File: src/rtl/prg_map_pkg.sv
package prg_map_pkg;
    localparam int CPU_AW   = 16;
    localparam int DATA_W   = 8;
    localparam int OUTER_W  = 1;
    localparam int INNER_W  = 4;
    localparam int WIN_AW   = 14;
    localparam int SLOT_W   = 4;
    localparam int ROM_AW   = OUTER_W + INNER_W + WIN_AW;
    localparam int BANK_W   = OUTER_W + INNER_W;

    localparam logic [SLOT_W-1:0] SLOT_INNER    = 4'h8;
    localparam logic [SLOT_W-1:0] SLOT_MIRROR   = 4'h9;
    localparam logic [SLOT_W-1:0] SLOT_TMR_CTRL = 4'hA;
    localparam logic [SLOT_W-1:0] SLOT_TMR_LO   = 4'hB;
    localparam logic [SLOT_W-1:0] SLOT_TMR_HI   = 4'hC;
    localparam logic [SLOT_W-1:0] SLOT_WRAM     = 4'hD;
    localparam int WRAM_EN_BIT = 6;

    typedef enum logic [1:0] {
        MIR_VERT   = 2'd0,
        MIR_HORZ   = 2'd1,
        MIR_ONE_LO = 2'd2,
        MIR_ONE_HI = 2'd3
    } mirror_e;

    typedef struct packed {
        logic [OUTER_W-1:0] outer;
        logic [INNER_W-1:0] inner;
        mirror_e            mirror;
        logic               wram_on;
    } map_state_t;
endpackage

File: src/rtl/prg_map_decode.sv
module prg_map_decode
    import prg_map_pkg::*;
(
    input  logic              clk,
    input  logic              rst_n,
    input  logic [CPU_AW-1:0] cpu_addr,
    input  logic              cpu_wr,
    input  logic              cpu_rd,
    output logic              reg_wr,
    output logic [SLOT_W-1:0] reg_slot,
    output logic              ram_win,
    output logic              ram_access,
    output logic              tmr_hit
);
    logic hi_half;

    always_comb begin
        hi_half    = cpu_addr[CPU_AW-1];
        reg_slot   = cpu_addr[SLOT_W-1:0];
        reg_wr     = cpu_wr && hi_half;
        ram_win    = (cpu_addr[CPU_AW-1:CPU_AW-3] == 3'b011);
        ram_access = ram_win && (cpu_rd || cpu_wr);
        tmr_hit    = reg_wr && (reg_slot >= SLOT_TMR_CTRL) && (reg_slot <= SLOT_TMR_HI);
    end

    // no register strobe from the lower half
    a_r9_low_half_no_strobe: assert property (@(posedge clk) disable iff (!rst_n)
        !cpu_addr[CPU_AW-1] |-> !reg_wr);
    // the RAM window never overlaps the register half
    a_r8_window_disjoint: assert property (@(posedge clk) disable iff (!rst_n)
        ram_win |-> !reg_wr);
endmodule

File: src/rtl/prg_map_regs.sv
module prg_map_regs
    import prg_map_pkg::*;
(
    input  logic              clk,
    input  logic              rst_n,
    input  logic              reg_wr,
    input  logic [SLOT_W-1:0] reg_slot,
    input  logic [DATA_W-1:0] wdata,
    output map_state_t        state_q
);
    map_state_t state_d;

    always_comb begin
        state_d = state_q;
        if (reg_wr) begin
            if (reg_slot[SLOT_W-1:2] == '0) begin
                state_d.outer = wdata[OUTER_W-1:0];
            end else begin
                unique case (reg_slot)
                    SLOT_INNER:  state_d.inner   = wdata[INNER_W-1:0];
                    SLOT_MIRROR: state_d.mirror  = mirror_e'(wdata[1:0]);
                    SLOT_WRAM:   state_d.wram_on = wdata[WRAM_EN_BIT];
                    default:     state_d = state_q;
                endcase
            end
        end
    end

    always_ff @(posedge clk or negedge rst_n) begin
        if (!rst_n) begin
            state_q <= '0;
        end else begin
            state_q <= state_d;
        end
    end

    // every alias slot loads the outer bit
    a_r2_outer_alias: assert property (@(posedge clk) disable iff (!rst_n)
        (reg_wr && reg_slot[SLOT_W-1:2] == '0) |=> state_q.outer == $past(wdata[OUTER_W-1:0]));
    // inner bank load
    a_r3_inner_load: assert property (@(posedge clk) disable iff (!rst_n)
        (reg_wr && reg_slot == SLOT_INNER) |=> state_q.inner == $past(wdata[INNER_W-1:0]));
    // mirroring load
    a_r6_mirror_load: assert property (@(posedge clk) disable iff (!rst_n)
        (reg_wr && reg_slot == SLOT_MIRROR) |=> state_q.mirror == $past(wdata[1:0]));
    // RAM enable load
    a_r7_wram_load: assert property (@(posedge clk) disable iff (!rst_n)
        (reg_wr && reg_slot == SLOT_WRAM) |=> state_q.wram_on == $past(wdata[WRAM_EN_BIT]));
    // no strobe, no change
    a_r9_hold_state: assert property (@(posedge clk) disable iff (!rst_n)
        !reg_wr |=> $stable(state_q));
endmodule

File: src/rtl/prg_map_addr.sv
module prg_map_addr
    import prg_map_pkg::*;
(
    input  logic              clk,
    input  logic              rst_n,
    input  map_state_t        state_q,
    input  logic [CPU_AW-1:0] cpu_addr,
    output logic [ROM_AW-1:0] rom_addr
);
    logic [BANK_W-1:0] bank;

    always_comb begin
        if (cpu_addr[WIN_AW]) begin
            bank = {state_q.outer, {INNER_W{1'b1}}};
        end else begin
            bank = {state_q.outer, state_q.inner};
        end
        rom_addr = {bank, cpu_addr[WIN_AW-1:0]};
    end

    // high window always lands on the last bank of the outer block
    a_r5_fixed_last: assert property (@(posedge clk) disable iff (!rst_n)
        cpu_addr[WIN_AW] |-> (&rom_addr[ROM_AW-OUTER_W-1:WIN_AW]));
    // outer bit reaches the top of the ROM address
    a_r4_outer_top: assert property (@(posedge clk) disable iff (!rst_n)
        rom_addr[ROM_AW-1:ROM_AW-OUTER_W] == state_q.outer);
endmodule

File: src/rtl/prg_bank_mapper.sv
module prg_bank_mapper
    import prg_map_pkg::*;
(
    input  logic              clk,
    input  logic              rst_n,
    input  logic [15:0]       cpu_addr,
    input  logic [7:0]        cpu_wdata,
    input  logic              cpu_wr,
    input  logic              cpu_rd,
    output logic [18:0]       rom_addr,
    output logic              wram_cs,
    output logic              open_bus,
    output logic [1:0]        mirror_mode,
    output logic              irq_wr,
    output logic [1:0]        irq_sel,
    output logic [7:0]        irq_wdata
);
    logic              reg_wr;
    logic [SLOT_W-1:0] reg_slot;
    logic              ram_win;
    logic              ram_access;
    logic              tmr_hit;
    map_state_t        state_q;
    logic [SLOT_W-1:0] tmr_off;

    prg_map_decode u_decode (
        .clk        (clk),
        .rst_n      (rst_n),
        .cpu_addr   (cpu_addr),
        .cpu_wr     (cpu_wr),
        .cpu_rd     (cpu_rd),
        .reg_wr     (reg_wr),
        .reg_slot   (reg_slot),
        .ram_win    (ram_win),
        .ram_access (ram_access),
        .tmr_hit    (tmr_hit)
    );

    prg_map_regs u_regs (
        .clk      (clk),
        .rst_n    (rst_n),
        .reg_wr   (reg_wr),
        .reg_slot (reg_slot),
        .wdata    (cpu_wdata),
        .state_q  (state_q)
    );

    prg_map_addr u_addr (
        .clk      (clk),
        .rst_n    (rst_n),
        .state_q  (state_q),
        .cpu_addr (cpu_addr),
        .rom_addr (rom_addr)
    );

    always_comb begin
        tmr_off     = reg_slot - SLOT_TMR_CTRL;
        wram_cs     = ram_access && state_q.wram_on;
        open_bus    = ram_win && cpu_rd && !state_q.wram_on;
        mirror_mode = state_q.mirror;
        irq_wr      = tmr_hit;
        irq_sel     = tmr_hit ? tmr_off[1:0] : 2'd0;
        irq_wdata   = cpu_wdata;
    end

    // select and open-bus never together
    a_r8_cs_excl: assert property (@(posedge clk) disable iff (!rst_n)
        !(wram_cs && open_bus));
    // timer slot index stays in range
    a_r11_sel_range: assert property (@(posedge clk) disable iff (!rst_n)
        irq_wr |-> irq_sel != 2'd3);
endmodule

File: config.mk
export PLATFORM = sky130hd
export DESIGN_NAME = prg_bank_mapper
export DESIGN_NICKNAME = d
export VERILOG_FILES = /design/src/rtl/prg_map_pkg.sv /design/src/rtl/prg_map_decode.sv /design/src/rtl/prg_map_regs.sv /design/src/rtl/prg_map_addr.sv /design/src/rtl/prg_bank_mapper.sv
export SDC_FILE = /design/constraint.sdc
export NUM_CORES = 1
export LEC_CHECK = 0
export ABC_AREA = 1
export BUFFER_PORTS_ARGS = -buffer_cell sky130_fd_sc_hd__buf_2
export CORE_ASPECT_RATIO = 0.9
export CORE_MARGIN = 1
export CORE_UTILIZATION = 33
export DETAILED_ROUTE_END_ITERATION = 6
export PLACE_DENSITY = 0.75
export SYNTH_ARGS = -nofsm -noshare
export SYNTH_HDL_FRONTEND = slang
export SYNTH_SLANG_ARGS = --single-unit
export TNS_END_PERCENT = 5
File: constraint.sdc
create_clock -name clk -period 0.8 [get_ports clk]
set_input_delay 0.16 -clock clk [delete_from_list [all_inputs] [get_ports clk]]
set_output_delay 0.16 -clock clk [all_outputs]
set_load 0.1 [all_outputs]
==> results by group <==
Outcome
  • Run status: finished with violations
  • Failing checks: setup timing

Layout
  • Fin util: 0.667
  • Layout cells sized above 1: 0.672
  • Syn-to-layout area delta: 87.6%
  • Top flop regs: u_regs.state_q: 8 flops
  • Max FFs per register: 8
  • Final Net Count: 158
  • Reg with most FFs: u_regs.state_q
  • Diode count: 0
  • Number of non-filler instances in the completed layout: 153

GRT
  • Total global-route track usage: 0.186
  • Initial antenna violation count: 0
  • First-pass GRT wire length: 3.07 mm
  • Grt ovf: 0
  • Vias in the first global route: 679
  • Largest net degree at the start of global routing: 9

Setup path
  • R2R Setup Slk: 0.03 ns
  • R2R Path End: u_regs.state_q[0]$_DFFE_PN0P_
  • CP Capture Type: output pin
  • Setup CP Type: reg2out
  • Crit start category: flop
  • Critical R2R Launch: u_regs.state_q[0]$_DFFE_PN0P_
  • Crit Path Max Fanout: 2
  • Critical path launch point: u_regs.state_q[4]$_DFFE_PN0P_
  • Worst path arrival time: 1.07 ns
  • FF-to-FF path depth: 3
  • WP data required: 0.64 ns

Timing
  • Final Skew: 0 ns
  • Slew @ Worst Pin: 0.184 ns
  • Min cycle time layout: 1.23 ns
  • Slew HR: 0.877
  • Hold Fails Final Rpt: 0
  • Max Slew Vio Count: 0
  • Period utilisation layout: 1.54
  • Final Setup Violations: 12
  • Max frequency: 810 MHz
  • RSZ-0062 raised after global routing: yes
  • Worst setup margin: -0.434 ns

Synth
  • Synthesized-area fraction occupied by adder cells: 0
  • Synth unique cells: 16
  • Mux cell area share after synthesis: 0
  • Cell Area, Synth: 694 um^2
  • Cells after Synth: 95
  • Xor/xnor cell area share of the yosys netlist: 0
  • Compound-Gate Fraction of Synth Area: 0.0144
  • Synth warn: 0
  • Mapped Avg Cell Area: 7.31 um^2
  • Largest family of logic cells by synthesized area: simple AND/OR/NAND/NOR gates
  • Number of synthesized register bits: 8
  • Sequential area share after synthesis: 0.288
  • Post-Synth Simple-Gate Area: 0.378
  • Syn Nets: 123

Detailed routing
  • DRT antenna net count: 0
  • 1st-iter DRT viols: 4
  • Total vias in the final route: 717
  • Drt pass-1 iters: 4
  • DR WL/cell: 12.9 um
  • Residual DRC count: 0
  • Via density: 4.69
  • Final wirelength: 1.98 mm

Place
  • Pre-CTS setup slack: -0.325 ns
  • GPL Wtd Cong: 0.738
  • DP Wirelength: 1.51 mm
  • Inst Count DP: 148
  • Port bufs: 37

Power
  • P_leak: 0.630 nW
  • PD cells: 1750 mW/mm^2
  • Peak supply drop: 1.14 mV
  • Total power draw: 2.28 mW

Clocking
  • Max clock buf depth: 2
  • Clock transition at path regs: 0.06 ns
  • H-tree Lvls: 1
  • CTS buffer count: 3
  • TritonCTS clock tree: built
  • Clock sink count: 8
  • Clock root buffer: clkbuf_4
  • Clock latency at the later pin of the worst-skew pair: 0.25 ns

Floorplanning
  • Core footprint: 0.00195 mm^2
  • Starting Density: 0.356
  • Die extent in y: 45.5 um
  • Die width: 50.4 um
  • Site row count: 15
  • I/O pin cnt: 62
  • Die area: 0.00229 mm^2

Worst hold path
  • Hold_sp: cpu_wdata[3]
  • Hold depth: 3
  • Worst Hold Class: in2reg
  • Hold endpoint: u_regs.state_q[6]$_DFFE_PN0P_

Flow run
  • MaxCap Viol Count: 0
[timing repair]
action | 4_1_cts | 5_1_grt
resized for setup | 26 | 2
hold buffers | 1 | 0
pin swaps | 3 | 1
setup endpoints to repair | 12 | 12
hold endpoints to repair | 8 | 0
setup buffers | 0 | 1
[final cells by class]
cell class              instances  area (um^2)
repair buffers                 55          661
fillers                       152          649
multi-input cells              53          339
flip-flops and latches          8          200
inverters                       9         48.8
well taps                      25         31.3
clock buffers                   3         22.5
[metrics by stage]
step	setup TNS [ns]	hold slack, ns	area [um^2]
2_1_floorplan	-2.13	-0.136	743
3_3_place_gp	-3.02	0.00424	1160
3_5_place_dp	-3.38	0.0151	1160
4_1_cts	-3.66	0.188	1280
5_1_grt	-4.03	0.183	1300
6_report	-3.64	0.193	1300
[layout by cell type (no fill, tap or decap), drive strengths merged]
| master | count |
|---|---|
| or2 | 4 |
| nand2 | 24 |
| nand4 | 2 |
| inv | 7 |
| nand3 | 11 |
| dfrtp | 8 |
| o21ai | 2 |
| buf | 54 |
| dlygate4sd3 | 1 |
| clkbuf | 3 |
| nor2 | 10 |
| clkinvlp | 2 |
[critical path, cell delays in order (launching register included)]
cell and delay, ns:
dfrtp_1 0.40, or2_4 0.26, buf_12 0.17
[per-layer routing]
| layer | vias up | GRT usage | share of wire |
|---|---|---|---|
| li1 | 337 | - | - |
| met3 | 6 | 0.0567 | 0.083 |
| met2 | 37 | 0.352 | 0.56 |
| met1 | 337 | 0.197 | 0.34 |
| met4 | 0 | 0.0667 | 0.016 |
| met5 | - | 0 | 0 |
[cell families (layout without fill, tap and decap cells)]
group                  Yosys count  after routing
AND/OR/NAND/NOR                 51             51
buffers and inverters           34             67
flip-flops                       8              8
AO/OA/AOI/OAI                    2              2
[synth_stat cells]
library cell	n	area, um^2
inv_2	4	15.0
nor2_2	1	6.26
buf_4	25	188
nor2_1	6	22.5
nand3_1	10	50.1
or2_2	4	25.0
nand2_1	21	78.8
o21ai_1	1	5.00
dfrtp_1	8	200
nand4_1	2	12.5
o21ai_0	1	5.00
nand2_4	1	11.3
inv_1	5	18.8
nor2_4	3	33.8
nand3_2	1	10.0
nand2_2	2	12.5
[report_power, final]
| part | internal (mW) | switching, mW | total, mW | leakage (nW) |
|---|---|---|---|---|
| clock | 0.172 | 0.144 | 0.317 | 0.0138 |
| sequential | 0.480 | 0.0684 | 0.548 | 0.103 |
| combinational | 0.524 | 0.892 | 1.42 | 0.513 |
| total | 1.18 | 1.10 | 2.28 | 0.630 |
[worst max-delay path by stage]
stage / end / slack, ns / depth (start not counted)
6_report: rom_addr[15] / -0.43 / 2
5_1_grt: wram_cs / -0.45 / 3
4_1_cts: wram_cs / -0.43 / 3
3_5_place_dp: irq_sel[0] / -0.32 / 7
3_3_place_gp: rom_addr[17] / -0.28 / 2
2_1_floorplan: wram_cs / -0.31 / 2
Note: power is estimated with default switching activity, not from simulation.
